===== config.mk =====
export PLATFORM = sky130hd
export DESIGN_NAME = pwrbtn_ctl
export DESIGN_NICKNAME = d
export VERILOG_FILES = /design/src/rtl/pwrbtn_pkg.sv /design/src/rtl/pwrbtn_sync.sv /design/src/rtl/pwrbtn_hold.sv /design/src/rtl/pwrbtn_route.sv /design/src/rtl/pwrbtn_ctl.sv
export SDC_FILE = /design/constraint.sdc
export NUM_CORES = 1
export LEC_CHECK = 0
export BUFFER_PORTS_ARGS = -buffer_cell sky130_fd_sc_hd__buf_2
export CAP_MARGIN = 30
export CORE_MARGIN = 1.5
export CORE_UTILIZATION = 46
export CTS_CLUSTER_DIAMETER = 100
export DETAILED_ROUTE_END_ITERATION = 10
export PLACE_DENSITY = 0.69
export REMOVE_ABC_BUFFERS = 1
export SETUP_SLACK_MARGIN = 0.1
export SLEW_MARGIN = 20
export SYNTH_ARGS = -nofsm -noshare
export SYNTH_HDL_FRONTEND = slang
export SYNTH_SLANG_ARGS = --single-unit
export TNS_END_PERCENT = 20

===== constraint.sdc =====
create_clock -name clk -period 1.55 [get_ports clk]
set_input_delay 0.2325 -clock clk [delete_from_list [all_inputs] [get_ports clk]]
set_output_delay 0.2325 -clock clk [all_outputs]
set_load 0.005 [all_outputs]

===== src/rtl/pwrbtn_pkg.sv =====
package pwrbtn_pkg;

  localparam logic ADDR_STS = 1'b0;
  localparam logic ADDR_EN  = 1'b1;
  localparam int   BIT_BTN  = 0;
  localparam int   BIT_OVR  = 1;

  typedef enum logic [2:0] {
    PS_S0 = 3'd0,
    PS_S1 = 3'd1,
    PS_S2 = 3'd2,
    PS_S3 = 3'd3,
    PS_S4 = 3'd4,
    PS_S5 = 3'd5
  } pstate_e;

  // Cycles for the override hold, never below one.
  function automatic int unsigned hold_limit(input int unsigned hz, input int unsigned ms);
    longint unsigned t;
    t = (longint'(hz) * longint'(ms)) / 64'd1000;
    return (t < 64'd1) ? 1 : int'(t);
  endfunction

  function automatic logic is_run(input logic [2:0] ps);
    return ps == PS_S0;
  endfunction

  function automatic logic is_sleep(input logic [2:0] ps);
    return (ps >= PS_S1) && (ps <= PS_S5);
  endfunction

endpackage


===== src/rtl/pwrbtn_sync.sv =====
module pwrbtn_sync #(
  parameter int STAGES = 2
) (
  input  logic clk,
  input  logic por_n,
  input  logic btn_n,
  output logic pressed,
  output logic press_edge
);
  localparam int LAST = STAGES - 1;

  logic [LAST:0] chain;
  logic          pressed_d;

  generate
    if (STAGES == 1) begin : g_one
      always_ff @(posedge clk or negedge por_n)
        if (!por_n) chain <= '1;
        else        chain <= btn_n;
    end else begin : g_many
      always_ff @(posedge clk or negedge por_n)
        if (!por_n) chain <= '1;
        else        chain <= {chain[LAST-1:0], btn_n};
    end
  endgenerate

  assign pressed = ~chain[LAST];

  always_ff @(posedge clk or negedge por_n)
    if (!por_n) pressed_d <= 1'b0;
    else        pressed_d <= pressed;

  assign press_edge = pressed & ~pressed_d;
endmodule


===== src/rtl/pwrbtn_hold.sv =====
module pwrbtn_hold #(
  parameter int unsigned HOLD_CYCLES = 40
) (
  input  logic clk,
  input  logic por_n,
  input  logic pressed,
  output logic hold_expire
);
  localparam int CW = $clog2(HOLD_CYCLES + 1);
  localparam logic [CW-1:0] LIMIT = CW'(HOLD_CYCLES);

  logic [CW-1:0] cnt;
  logic          fired;

  assign hold_expire = pressed && (cnt == LIMIT) && !fired;

  always_ff @(posedge clk or negedge por_n) begin
    if (!por_n) begin
      cnt   <= '0;
      fired <= 1'b0;
    end else if (!pressed) begin
      cnt   <= '0;
      fired <= 1'b0;
    end else begin
      if (cnt != LIMIT) cnt <= cnt + 1'b1;
      if (hold_expire)  fired <= 1'b1;
    end
  end
endmodule


===== src/rtl/pwrbtn_route.sv =====
module pwrbtn_route
  import pwrbtn_pkg::*;
(
  input  logic [2:0] pstate,
  input  logic       sci_en,
  input  logic       btn_en,
  input  logic       btn_sts,
  output logic       sci_req,
  output logic       smi_req,
  output logic       wake_req
);
  logic event_live;

  assign event_live = btn_en & btn_sts;

  always_comb begin
    sci_req  = 1'b0;
    smi_req  = 1'b0;
    wake_req = 1'b0;
    if (event_live) begin
      if (is_run(pstate)) begin
        if (sci_en) sci_req = 1'b1;
        else        smi_req = 1'b1;
      end else if (is_sleep(pstate)) begin
        wake_req = 1'b1;
      end
    end
  end
endmodule


===== src/rtl/pwrbtn_ctl.sv =====
module pwrbtn_ctl
  import pwrbtn_pkg::*;
#(
  parameter int unsigned CLK_HZ      = 32768,
  parameter int unsigned HOLD_MS     = 4000,
  parameter int          SYNC_STAGES = 2
) (
  input  logic       clk,
  input  logic       por_n,
  input  logic       warm_rst,
  input  logic       btn_n,
  input  logic [2:0] pstate,
  input  logic       sci_en,
  input  logic       wr_en,
  input  logic       wr_addr,
  input  logic [1:0] wr_data,
  output logic       btn_sts,
  output logic       ovr_sts,
  output logic       btn_en,
  output logic       sci_req,
  output logic       smi_req,
  output logic       wake_req,
  output logic       go_s5
);
  localparam int unsigned HOLD_CYCLES = hold_limit(CLK_HZ, HOLD_MS);

  logic pressed;
  logic press_edge;
  logic hold_expire;
  logic sts_clr;
  logic ovr_clr;
  logic en_wr;

  pwrbtn_sync #(.STAGES(SYNC_STAGES)) u_sync (
    .clk        (clk),
    .por_n      (por_n),
    .btn_n      (btn_n),
    .pressed    (pressed),
    .press_edge (press_edge)
  );

  pwrbtn_hold #(.HOLD_CYCLES(HOLD_CYCLES)) u_hold (
    .clk         (clk),
    .por_n       (por_n),
    .pressed     (pressed),
    .hold_expire (hold_expire)
  );

  assign sts_clr = wr_en && (wr_addr == ADDR_STS) && wr_data[BIT_BTN];
  assign ovr_clr = wr_en && (wr_addr == ADDR_STS) && wr_data[BIT_OVR];
  assign en_wr   = wr_en && (wr_addr == ADDR_EN);

  // Status bits: power-on reset only.
  always_ff @(posedge clk or negedge por_n) begin
    if (!por_n) begin
      btn_sts <= 1'b0;
      ovr_sts <= 1'b0;
      go_s5   <= 1'b0;
    end else begin
      go_s5 <= hold_expire;
      if (hold_expire)     btn_sts <= 1'b0;
      else if (press_edge) btn_sts <= 1'b1;
      else if (sts_clr)    btn_sts <= 1'b0;
      if (hold_expire)     ovr_sts <= 1'b1;
      else if (ovr_clr)    ovr_sts <= 1'b0;
    end
  end

  // Enable: also dropped by warm reset.
  always_ff @(posedge clk or negedge por_n) begin
    if (!por_n)           btn_en <= 1'b0;
    else if (warm_rst)    btn_en <= 1'b0;
    else if (hold_expire) btn_en <= 1'b1;
    else if (en_wr)       btn_en <= wr_data[BIT_BTN];
  end

  pwrbtn_route u_route (
    .pstate   (pstate),
    .sci_en   (sci_en),
    .btn_en   (btn_en),
    .btn_sts  (btn_sts),
    .sci_req  (sci_req),
    .smi_req  (smi_req),
    .wake_req (wake_req)
  );
endmodule


After elaboration in Yosys (flattened, before gate mapping)
Index checks and enable logic that the tools add are counted.
{ "word_totals": {"ff_bits": 26, "inputBits": 12, "elab_cells": 53, "out_inout_bits": 7} }
{ "classes": {"n_lt_le_gt_ge": 2, "add_sub_neg": 1, "bitwise": 5, "reduce_logical": 14, "n_mux": 21, "eq_ne": 2} }
{ "ops": {"columns": ["cell", "n"], "rows": [
  ["18-bit two-way mux", 2],
  ["1-bit two-way mux", 19],
  ["18-bit by 1-bit adder with 18-bit output, second input constant", 1],
  ["18-bit == test, second input constant", 1],
  ["18-bit inequality test, second input constant", 1],
  ["1-bit logical AND", 7],
  ["2-bit nonzero test", 3],
  ["3-bit nonzero test", 2],
  ["3-bit by 1-bit greater-or-equal comparator with 1-bit output, second input constant", 1],
  ["3-bit less-or-equal comparator, second input constant", 1],
  ["3-bit zero test", 1],
  ["1-bit inverter", 3],
  ["1-bit bitwise AND", 2],
  ["1-bit zero test", 1]
]} }

Logic depth before layout (Yosys ltp)
{ "depth": {"ltp_word": 6, "depth_mapped": 5, "ltp_nobuf": 5} }

Cells and area by module
Synthesis repeated with hierarchy kept, for this count alone.
{ "hier_totals": {"hier_cells": 129, "area_unflattened_um2": 1310.0} }
{ "modules_own_cells": {"columns": ["mod", "seq_area_each_um2", "cells_each", "instances", "area_per_inst_um2"], "rows": [
  ["pwrbtn_hold", 475.5, 105, 1, 1029.7],
  ["pwrbtn_ctl", 100.1, 12, 1, 155.1],
  ["pwrbtn_sync", 77.6, 5, 1, 85.1],
  ["pwrbtn_route", 0.0, 7, 1, 40.0]
]} }

Worst setup path before layout
No wires, ideal clock.
{ "synth_timing": {"path_kind": "register to register", "from": "register u_hold.cnt[0]", "to": "register u_hold.cnt[14]", "stages_incl_launch_ff": 6, "period_less_slack_ps": 1469, "setup_ps": 78, "slack_ps": 81, "arrival_time_ps": 1391, "n_path_buf": 0, "required_ps": 1472, "path_cell_list": "dfrtp_1 > ha_1 > and2_4 > nand3_4 > or4_1 > a21oi_1"} }
{ "synth_via": {"elab_chain_len": 3, "word_cells_on_any_way": 5, "cone_classes": "add/sub (1); eq/ne (1); mux (2); reduce/logical (1)"} }
{ "synth_lines": {"columns": ["item", "line", "text"], "rows": [
  ["start, declared", "pwrbtn_hold.sv:12", "logic [CW-1:0] cnt;"],
  ["start signal, assigned", "pwrbtn_hold.sv:25", "if (cnt != LIMIT) cnt <= cnt + 1'b1;"],
  ["18-bit by 1-bit adder with 18-bit output", "pwrbtn_hold.sv:25", null],
  ["18-bit two-way mux", "pwrbtn_hold.sv:25", null],
  ["18-bit two-way mux", "pwrbtn_hold.sv:21", "end else if (!pressed) begin"]
]} }
Several ways; a longest one is shown, not always the timed one. The select of a mux whose other input is x is not followed.
A chain may end at the register's enable or synchronous reset.

Worst setup path in the final report
{ "layout_timing": {"from": "register u_hold.cnt[1]", "to": "register u_hold.cnt[14]"} }
Same word-level chain as after synthesis.

==> summary.txt <==
synthesized cell area: 1360 um2
Min Hold Slack: 120 ps
first-pass iteration count of the detailed router: 4
Vias/cell: 5.77
first-pass GRT wire length: 5040 um
crit path kind: reg2reg
PwrDens: 759 nW/um2
LEAKAGE: 0.754 nW
Setup violations, final: 0
core footprint: 2780 um2
total track usage: 0.199
Final Skew: 15.6 ps
Non-Filler Instances: 201
Sink Count: 26
GRT Max-Usage Layer: met2
Worst Max-Slew Pin Slew: 583 ps
routability cong.: 0.768
sequential fraction of the synthesis area: 0.480
Reg clk slew, reported paths: 150 ps
required time worst endpoint: 1820 ps
Top Ports: 19
clk root buf: clkbuf_4
dpl cells: 192
drt drc: 0
register area: 658 um2
antenna violations before repair: 0
Max VDD drop: 928 uV
RSZ-0062 raised after global routing: yes
status: complete, no violations
CP max FO: 4
Yosys Warn Count: 0
Slew headroom: 0.612
MaxCap Viol Count: 0
Initial Utilization: 0.489
crit path time final: 1550 ps
post-synthesis register bit count: 26
f_max: 646 MHz
Final Hold Fails: 0
TritonCTS Buffers: 3
grt total ovfl: 0
Syn Area/Cell: 10.2 um2
Slew Viols, Final: 0
port bufs: 18
final period utilization: 0.998
Synth Instances: 133
synthesis-to-layout area growth: 24.7%
Routed wire per std cell: 15.2 um
HPWL Detailed: 2140 um
post-layout net count: 185
number of global-route vias before repair: 1,136
die width: 57.4 um
PnR worst setup slack: 3.02 ps
Rows: 19
grt met1 use: 0.245
placed cell area: 1570 um2
Hold WC Path Type: in2reg
share of layout cells above drive strength 1: 0.365
met3 Use GR: 0.0499
overall routed net length: 3050 um
met2 Use GR: 0.336
crit end category: flop
Critical Path AT: 1820 ps
largest net degree at the start of global routing: 27
DP Worst Slack: -30.0 ps
n_diodes: 0
die footprint: 3290 um2
TritonCTS clock tree: yes
fillers: 244
Detail Route Antenna Nets: 0
DR iter-0 viols: 40
total number of vias: 1,160
critical path launch point type: flop
CTS Buffer Depth: 2
clock latency on the worst-skew pair: 330 ps
multi-input logic area: 698 um2
H-tree depth: 1
die height: 57.4 um
Final Cell Area: 1700 um2
Distinct cells, synth: 41
R2R Setup Slk: 3 ps
worst paths after layout:
check | endpoint | cells past startpoint | startpoint
max in group asynchronous | u_hold.cnt[5]$_DFFE_PN0P_ | 2 | por_n
min in group asynchronous | ovr_sts$_DFFE_PN0P_ | 2 | por_n
worst max register to register | u_hold.cnt[14]$_DFFE_PN0P_ | 5 | u_hold.cnt[1]$_DFFE_PN0P_
worst min-delay path | btn_en$_DFFE_PN0P_ | 2 | warm_rst
worst min register to register | u_sync.chain[1]$_DFF_PN1_ | 0 | u_sync.chain[0]$_DFF_PN1_
worst max-delay path | u_hold.cnt[14]$_DFFE_PN0P_ | 5 | u_hold.cnt[1]$_DFFE_PN0P_
final cells by class:
cell class / count / share of cell area
clock inverter: 1 / 0.0177
sequential: 26 / 0.388
timing repair buffer: 36 / 0.136
tap: 31 / 0.0229
multi-input combinational: 99 / 0.412
inverter: 5 / 0.0111
clock buffer: 3 / 0.0133
power by group:
part	switching, mW	internal [mW]
logic	0.0594	0.0464
clock network	0.209	0.262
registers	0.0161	0.695
timing repair:
item                                    CTS  global route
hold buffers                              2             0
hold endpoints to repair                 25             0
pin swaps                                 4             0
endpoints found under the setup margin   13            17
setup buffers                             4             0
resized for setup                         5             6
worst max-delay path, cell delays in order, from the launching register on:
cell     delay [ps]
dfrtp_1         410
ha_2            190
and2_4          150
nand3_4          90
or4_4           500
a21oi_2         140
cells by family after synthesis:
logic type	share of synthesized area
xor gates and xnor gates	0.0644
and+or+nand+nor	0.314
DFF	0.480
adders and majority gates	0.0184
AOI/OAI and AO/OA	0.0800
muxes	0.0156
buffers and inverters	0.0276
stage by stage:
stage           util  power (mW)  TNS, ps
2_1_floorplan      -       0.761        0
3_3_place_gp   0.564       0.808    -1.12
3_5_place_dp   0.564       0.814    -56.5
4_1_cts        0.608        1.30        0
5_1_grt        0.610        1.34     -139
6_report       0.610        1.29        0
metal layers:
layer / vias to the layer above / share of wire
met5: - / 0
met4: 0 / 0.020
met1: 583 / 0.46
met2: 23 / 0.49
met3: 6 / 0.029
li1: 548 / -
Yosys cell counts, drive strengths merged:
library cell	instances	area share
mux2i	1	0.0074
or3	2	0.0092
dfrtp	24	0.44
clkbuf	2	0.0055
dfstp	2	0.039
o22ai	1	0.0046
o31ai	2	0.011
xnor2	5	0.032
o21ai	4	0.015
nand2	11	0.030
or2	1	0.0046
nor4	7	0.057
inv	5	0.014
nand2b	1	0.0046
nand3b	1	0.0055
ha	2	0.018
buf	1	0.0083
a211oi	1	0.0055
a21o	1	0.0055
xor2	5	0.032
o21a	1	0.0055
nor3	4	0.015
nor2	16	0.044
or4	2	0.011
and3	2	0.013
o21ba	1	0.0074
mux2	1	0.0083
a21oi	7	0.026
nor4b	1	0.011
and2	2	0.011
and4	1	0.0064
nor2b	1	0.0046
nand4	7	0.048
nand3	8	0.039
sequential cells by signal, summed over array words and instances, names as in the netlist:
signal	flops
go_s5	1
btn_sts	1
ovr_sts	1
u_hold.cnt	18
u_sync.chain	2
btn_en	1
u_sync.pressed_d	1
u_hold.fired	1
placed cells by master, fill, tap and decap left out, drive strengths merged:
cell type and n:
o21ba 1, nand4 7, nand3b 1, buf 34, xor2 5, a21oi 7, nand3 8, or4 2
dfrtp 24, nor3 4, mux2i 1, nand2b 1, nor2b 1, xnor2 5, dlygate4sd3 2, a211oi 1
a21o 1, o21ai 4, o21a 1, and2 2, bufinv 1, nor2 16, nor4 7, and3 2
and4 1, clkbuf 3, or3 2, inv 5, dfstp 2, or2 1, mux2 1, o31ai 2
ha 2, nor4b 1, o22ai 1, nand2 11
No activity file was read; power rests on OpenSTA's default activity.
